$ cat src/rtl/pin_port_pkg.sv
package pin_port_pkg;
   localparam int unsigned REG_W = 32;

   localparam logic [31:0] OFS_DIR_SET = 32'h00;
   localparam logic [31:0] OFS_DIR_CLR = 32'h04;
   localparam logic [31:0] OFS_OUT_LO  = 32'h08;
   localparam logic [31:0] OFS_OUT_HI  = 32'h0C;
   localparam logic [31:0] OFS_PIN_IN  = 32'h10;

   typedef enum logic [2:0] {
      SEL_NONE,
      SEL_DIR_SET,
      SEL_DIR_CLR,
      SEL_OUT_LO,
      SEL_OUT_HI,
      SEL_PIN_IN
   } reg_sel_e;

   function automatic reg_sel_e decode_offset(input logic [31:0] ofs);
      reg_sel_e s;
      case (ofs)
         OFS_DIR_SET: s = SEL_DIR_SET;
         OFS_DIR_CLR: s = SEL_DIR_CLR;
         OFS_OUT_LO:  s = SEL_OUT_LO;
         OFS_OUT_HI:  s = SEL_OUT_HI;
         OFS_PIN_IN:  s = SEL_PIN_IN;
         default:     s = SEL_NONE;
      endcase
      return s;
   endfunction
endpackage

$ cat src/rtl/pin_sync.sv
module pin_sync #(
   parameter int unsigned WIDTH  = 32,
   parameter int unsigned STAGES = 2
) (
   input  logic             clk,
   input  logic             rst_n,
   input  logic [WIDTH-1:0] d,
   output logic [WIDTH-1:0] q
);
   if (STAGES < 2) begin : g_bad_stages
      $error("pin_sync needs at least two stages");
   end

   logic [WIDTH-1:0] chain [STAGES];

   for (genvar s = 0; s < STAGES; s++) begin : g_stage
      always_ff @(posedge clk) begin
         if (!rst_n) begin
            chain[s] <= '0;
         end else begin
            if (s == 0) chain[s] <= d;
            else        chain[s] <= chain[(s == 0) ? 0 : s - 1];
         end
      end
   end

   assign q = chain[STAGES-1];
endmodule

$ cat src/rtl/pin_dir_reg.sv
module pin_dir_reg #(
   parameter int unsigned WIDTH = 32
) (
   input  logic             clk,
   input  logic             rst_n,
   input  logic             set_en,
   input  logic             clr_en,
   input  logic [WIDTH-1:0] mask,
   output logic [WIDTH-1:0] q
);
   logic [WIDTH-1:0] dir_q;

   always_ff @(posedge clk) begin
      if (!rst_n) begin
         dir_q <= '0;
      end else if (set_en) begin
         dir_q <= dir_q | mask;
      end else if (clr_en) begin
         dir_q <= dir_q & ~mask;
      end
   end

   assign q = dir_q;
endmodule

$ cat src/rtl/pin_out_half.sv
module pin_out_half #(
   parameter int unsigned HALF_W = 16
) (
   input  logic                clk,
   input  logic                rst_n,
   input  logic                wr_en,
   input  logic [2*HALF_W-1:0] wdata,
   output logic [HALF_W-1:0]   q
);
   logic [HALF_W-1:0] val_q;
   logic [HALF_W-1:0] enable;
   logic [HALF_W-1:0] value;

   assign enable = wdata[2*HALF_W-1:HALF_W];
   assign value  = wdata[HALF_W-1:0];

   for (genvar i = 0; i < HALF_W; i++) begin : g_bit
      always_ff @(posedge clk) begin
         if (!rst_n)                 val_q[i] <= 1'b0;
         else if (wr_en && enable[i]) val_q[i] <= value[i];
      end
   end

   assign q = val_q;
endmodule

$ cat src/rtl/pin_port.sv
module pin_port
   import pin_port_pkg::*;
#(
   parameter int unsigned PIN_COUNT   = 32,
   parameter int unsigned ADDR_W      = 8,
   parameter int unsigned SYNC_STAGES = 2
) (
   input  logic                 clk,
   input  logic                 rst_n,
   input  logic                 req_valid,
   output logic                 req_ready,
   input  logic                 req_write,
   input  logic [ADDR_W-1:0]    req_addr,
   input  logic [REG_W-1:0]     req_wdata,
   output logic                 rsp_valid,
   output logic [REG_W-1:0]     rsp_rdata,
   input  logic [PIN_COUNT-1:0] pad_in,
   output logic [PIN_COUNT-1:0] pad_out,
   output logic [PIN_COUNT-1:0] pad_oe
);
   localparam int unsigned HALF_W   = PIN_COUNT / 2;
   localparam int unsigned N_HALVES = PIN_COUNT / HALF_W;

   if (PIN_COUNT != REG_W) begin : g_bad_pins
      $error("pin_port: PIN_COUNT must equal the register width");
   end
   if (ADDR_W < 5 || ADDR_W > 32) begin : g_bad_addr
      $error("pin_port: ADDR_W must be within 5..32");
   end

   reg_sel_e sel;
   logic     wr_fire;
   logic     rd_fire;

   assign req_ready = 1'b1;
   assign sel       = decode_offset(32'(req_addr));
   assign wr_fire   = req_valid && req_write;
   assign rd_fire   = req_valid && !req_write;

   // direction state
   logic [PIN_COUNT-1:0] dir_q;

   pin_dir_reg #(.WIDTH(PIN_COUNT)) u_dir (
      .clk    (clk),
      .rst_n  (rst_n),
      .set_en (wr_fire && sel == SEL_DIR_SET),
      .clr_en (wr_fire && sel == SEL_DIR_CLR),
      .mask   (req_wdata),
      .q      (dir_q)
   );

   // output values, one masked half-word register per half
   logic [PIN_COUNT-1:0] out_q;

   for (genvar h = 0; h < N_HALVES; h++) begin : g_half
      logic half_wr;
      assign half_wr = wr_fire && (sel == ((h == 0) ? SEL_OUT_LO : SEL_OUT_HI));

      pin_out_half #(.HALF_W(HALF_W)) u_half (
         .clk   (clk),
         .rst_n (rst_n),
         .wr_en (half_wr),
         .wdata (req_wdata),
         .q     (out_q[h*HALF_W +: HALF_W])
      );
   end

   // input synchroniser
   logic [PIN_COUNT-1:0] in_q;

   pin_sync #(.WIDTH(PIN_COUNT), .STAGES(SYNC_STAGES)) u_sync (
      .clk   (clk),
      .rst_n (rst_n),
      .d     (pad_in),
      .q     (in_q)
   );

   // read response
   logic [REG_W-1:0] rd_mux;

   always_comb begin
      case (sel)
         SEL_DIR_CLR: rd_mux = dir_q;
         SEL_PIN_IN:  rd_mux = in_q;
         default:     rd_mux = '0;
      endcase
   end

   always_ff @(posedge clk) begin
      if (!rst_n) begin
         rsp_valid <= 1'b0;
         rsp_rdata <= '0;
      end else begin
         rsp_valid <= rd_fire;
         if (rd_fire) rsp_rdata <= rd_mux;
      end
   end

   assign pad_out = out_q;
   assign pad_oe  = dir_q;
endmodule

$ cat config.mk
export PLATFORM = sky130hd
export DESIGN_NAME = pin_port
export DESIGN_NICKNAME = d
export VERILOG_FILES = /design/src/rtl/pin_port_pkg.sv /design/src/rtl/pin_sync.sv /design/src/rtl/pin_dir_reg.sv /design/src/rtl/pin_out_half.sv /design/src/rtl/pin_port.sv
export SDC_FILE = /design/constraint.sdc
export NUM_CORES = 1
export LEC_CHECK = 0
export BUFFER_PORTS_ARGS = -buffer_cell sky130_fd_sc_hd__buf_2
export CAP_MARGIN = 20
export CORE_MARGIN = 2
export CORE_UTILIZATION = 40
export DETAILED_ROUTE_END_ITERATION = 8
export PLACE_DENSITY = 0.75
export SLEW_MARGIN = 20
export SYNTH_ARGS = -nofsm -noshare
export SYNTH_HDL_FRONTEND = slang
export SYNTH_SLANG_ARGS = --single-unit
$ cat constraint.sdc
create_clock -name clk -period 4.5 [get_ports clk]
set_input_delay 0.225 -clock clk [delete_from_list [all_inputs] [get_ports clk]]
set_output_delay 0.225 -clock clk [all_outputs]
set_load 0.01 [all_outputs]
* Word-level counts from Yosys, hierarchy flattened
Memories as Yosys holds them, arrays and structs flattened.
Cells that the tools add are included.
** Storage, ports and cells
- Logic and storage cells :: 99
- RAM bits :: 64
- Register bits :: 97
- Input port bits :: 76
- Output and inout port bits :: 98
- Memories kept :: 1
** Operators by class
- Equality and inequality tests :: 9
- Reductions and logical operators :: 41
- Bitwise gates (word level) :: 5
- Mux-type cells :: 8
** Memory list
- u_sync.chain :: depth 2, bits a word 32, read ports 2, clocked after memory_dff 0, wr ports 2, line pin_sync.sv:14 : logic [WIDTH-1:0] chain [STAGES];
** Operators by type and width (number)
- 32-bit 2-to-1 mux :: 4
- 32-bit case mux with 2 select lines :: 1
- 1-bit logical AND :: 38
- 32-bit AND :: 1
- 32-bit NOT :: 1
- 32-bit OR :: 1
- 8-bit by 4-bit == test with 1-bit output (second input constant) :: 2
- 3-bit case mux with 5 select lines :: 1
- 8-bit by 3-bit == test with 1-bit output (second input constant) :: 1
- 8-bit by 5-bit == test with 1-bit output (second input constant) :: 1
- 8-bit logical NOT :: 1
- 3-bit by 2-bit == test with 1-bit output (second input constant) :: 2
- 3-bit == test (second input constant) :: 2
- 3-bit by 1-bit == test with 1-bit output (second input constant) :: 1
- 1-bit 2-to-1 mux :: 2
- 1-bit OR :: 2
- 2-bit nonzero test :: 1
- 1-bit logical NOT :: 1

* Longest topological paths before layout
- Depth in word-level cells :: 6
- Depth in mapped cells :: 5
- Mapped depth without buffers :: 3

* Modules after synthesis
A second synthesis with hierarchy kept.
** Unflattened totals
- Cell total of the unflattened synthesis :: 574
- Area total of the unflattened synthesis :: 6058.3 sq um
** By module, submodules not included
- pin_sync :: area each 1791.7 sq um, cells each 134, seq. area each 1281.2 sq um, times used 1
- pin_out_half :: area each 750.7 sq um, cells each 85, seq. area each 320.3 sq um, times used 2
- pin_port :: area each 1418.9 sq um, cells each 129, seq. area each 660.6 sq um, times used 1
- pin_dir_reg :: area each 1346.3 sq um, cells each 141, seq. area each 640.6 sq um, times used 1

* Worst setup path before layout
OpenSTA, ideal clock, no wires.
- Kind :: input-to-reg
- From :: in req_addr[3]
- To :: reg rsp_rdata[10]
- Data required time :: 4441 ps
- Library setup time :: 59 ps
- Arrival :: 1604 ps
- Buffers on the path :: 2
- Stages :: 5
- Path slack :: 2837 ps
- Path through :: buf_6 or4_4 nor4_4 buf_6 a221o_1
** On the way
- Cells in the longest elaborated chain, start to end :: 4
- Elaborated cells between the ends (all ways) :: 9
- Those cells by class :: eq/ne: 6; mux: 2; reduce/logical: 1
** RTL lines
- from (decl) :: line pin_port.sv:13 : input logic [ADDR_W-1:0] req_addr,
- 8-bit by 5-bit == test with 1-bit output, or another cell as far along :: line pin_port_pkg.sv:21 : case (ofs)
- 3-bit case mux with 5 select lines (*) :: line pin_port_pkg.sv:21
- 3-bit == test or 3-bit by 2-bit == test with 1-bit output (tied branches) :: line pin_port.sv:82 : case (sel)
- 32-bit case mux with 2 select lines (*) :: line pin_port.sv:82
- to (signal assigned) :: line pin_port.sv:95 : if (rd_fire) rsp_rdata <= rd_mux;
- to (decl) :: line pin_port.sv:16 : output logic [REG_W-1:0] rsp_rdata,
Every way passes the cells marked *; elsewhere a longest branch is shown, timed or not.
A chain may end at the register's enable or synchronous reset.

* Final worst setup path
- From :: in req_addr[3]
- To :: reg rsp_rdata[7]
Same word-level chain as after synthesis.

==> flow_summary.yaml <==
status:
  run_status: "completed"
global_routing:
  grt.total_usage_pct: 20.13
  grt_first_pass_wirelength_um: 25210
  grt_antenna_before_repair: 2
  grt_max_degree: 92
  grt-ovfl-total: 0
  grt_pass1_vias: 4674
timing:
  final_max_slew_viol_count: 0
  finClkSkew_ns: 0.006592
  fin_ws_ns: 2.449
  setup-tns-final_ns: 0
  slew_headroom_pct: 30.41
  fin_crit_ns: 2.051
  clock.fmax_ghz: 0.4876
  setup_viol: 0
  finalHoldViolations: 0
  fin_crit_sh_pct: 45.57
  worst_pin_slew_ns: 1.044
  rsz0062_at_grt: "no"
route:
  drtAntennaViolNets: 0
  vias: 5127
  wire_per_inst_um: 17.12
  dr.pass1.iters: 4
  drtIter0Drc: 379
  wl_um: 16570
  drcViolationCount: 0
  vias_per_cell: 5.296
die:
  dieArea_mm2: 0.01628
  io_pins: 174
  std_cell_rows: 45
  die_w_um: 127.6
  core_area_mm2: 0.01503
  start_util_pct: 40.63
  die_h_um: 127.6
worst_hold_path:
  hp-class: "in -> reg"
  min_from: "pad_in[29]"
power:
  switching_share_pct: 23.39
  finalPower_mw: 3.001
  pwr_density_cell_mw_per_mm2: 384.4
  switchingPower_mw: 0.7018
  peakVddDrop_mv: 0.2523
  p_leak_nw: 3.582
  clkPwrFrac_pct: 45.9
  power_frac_seq_pct: 48.6
  intPower_mw: 2.299
  combPwrFrac_pct: 5.5
job:
  cap_violations: 0
synthesis:
  yosys_warnings: 0
  synth.avg_cell_area_um2: 10.08
  synth_cell_types: 24
  synth_top_area_cell: "dfxtp_1"
  syn_inst: 606
  seq_area_frac_synth_pct: 52.77
  synthesis.area_mm2: 0.006108
  ys_ff_latch: 161
  syn-num-nets: 682
  synthTopCellsByArea: "dfxtp_1, mux2i_1, and2_1"
  synth.top_cell.area_share_pct: 52.77
worst_setup_path:
  critPathArrivalTime_ns: 2.42
  cp_cell_sequence: "buf_2, or4_4, nor4_4, buf_4, a221o_1"
  cpMaxStageDelayCell: "or4_4"
  required_ns: 4.87
  reg2reg_from: "rsp_rdata[22]$_SDFFE_PN0P_"
  critPathLaunch: "req_addr[3]"
  worstSetupStartpointType: "primary input"
  path_class: "in -> reg"
  critPathTopFamily: "simple AND/OR/NAND/NOR gates"
  worstPathMaxFanout: 34
  slowest_delay_ns: 0.65
  crit_buf_inv: 2
  cp-end-kind: "flop"
layout:
  fin_cells: 968
  syn2layout_area_growth_pct: 27.80
  fillCellCount: 1347
  drive_gt1_share_pct: 27.89
  fin_nets: 841
placement:
  io_buffers: 172
  dpl.hpwl_um: 11440
  place_inst: 911
  dp_slack_ns: 1.976
  place_congestion: 0.8126
cts:
  clock-sinks: 161
  post-cts-setup-buffers: 0
  clk_pin_slew_ns: 0.07
  cts_inserted_buffers: 17
  cts-root-buf: "clkbuf_16"
  h-tree-depth: 4
  clock_latency_ns: 0.42
  cts_tree: "built"
  clock_path_buffers: 2
[cells by family after synthesis]
| kind of cell | share of synthesized area [%] |
|---|---|
| AOI/OAI and AO/OA | 5.244 |
| buffers and inverters | 4.793 |
| DFF | 52.77 |
| muxes | 10.49 |
| other | 0.06139 |
| and+or+nand+nor | 26.65 |
[area by class of cell]
class	instances	area (um2)	share of cell area, %
Multi-Input combinational cell	383	2616	33.51
Timing Repair Buffer	201	1150	14.73
Tap cell	188	235.2	3.013
Antenna cell	2	5.005	0.06411
Inverter	1	3.754	0.04808
Sequential cell	161	3223	41.29
Clock buffer	18	439.2	5.626
Clock inverter	14	133.9	1.715
[path summary, 6_finish.rpt]
kind                                                        to  slack, ns  cells past startpoint
worst min-delay path            u_sync.chain[0][29]$_SDFF_PN0_       0.02                      2
worst max register to register      rsp_rdata[22]$_SDFFE_PN0P_       3.66                      2
worst min register to register  u_sync.chain[1][24]$_SDFF_PN0_       0.43                      1
worst max-delay path                 rsp_rdata[7]$_SDFFE_PN0P_       2.45                      5
[synthesized netlist by cell type, drive strengths merged]
cell type / number
a221o: 32
nand3b: 18
nand2b: 4
nand2: 80
nor4: 35
nand3: 16
and2: 64
or2: 1
conb: 1
or4: 2
dfxtp: 161
nor2: 1
nand4: 32
and3b: 1
clkbuf: 47
inv: 1
and3: 32
mux2i: 64
buf: 14
[placed cells by master (no fill, tap or decap), drive strengths merged, types with 2 or more instances in the layout]
| master | n |
|---|---|
| nand4 | 32 |
| clkinvlp | 5 |
| or4 | 2 |
| mux2i | 64 |
| and2 | 64 |
| nand3b | 18 |
| clkinv | 6 |
| dlygate4sd3 | 23 |
| buf | 178 |
| dfxtp | 161 |
| clkbuf | 18 |
| diode | 2 |
| nand3 | 16 |
| nor4 | 35 |
| nand2b | 4 |
| inv | 3 |
| a221o | 32 |
| and3 | 32 |
| nand2 | 80 |
[through the flow]
stage	hold slack (ns)	cell area (um2)	utilization [%]
floorplan	0.3523	6108	-
global placement	0.4144	6957	46.28
detailed placement	0.4169	6992	46.51
CTS	0.003160	7795	51.85
global route	0.006080	7804	51.91
finish	0.01544	7806	51.93
[per-layer routing]
layer  GRT usage, %  vias to the layer above  routed length [um]  share of wire, %
met5              0                        -                  13             0.078
met4          8.920                        2                 488               2.9
met3          5.653                       35                1047               6.3
met2          30.58                      199                7389                45
met1          26.76                     2415                7629                46
li1               -                     2476                   -                 -
[timing repair]
item	in CTS	in global routing
endpoints found under the hold margin	23	0
resized for setup	0	0
hold buffers	23	0
[power groups by stage]
stage | clock network (mW) | registers, mW | logic [mW]
floorplan | 0 | 1.49 | 0.0854
global placement | 0 | 1.49 | 0.144
detailed placement | 0 | 1.49 | 0.148
CTS | 1.40 | 1.46 | 0.163
global route | 1.46 | 1.46 | 0.182
finish | 1.38 | 1.46 | 0.165
Power figures use the tool's default switching activity.
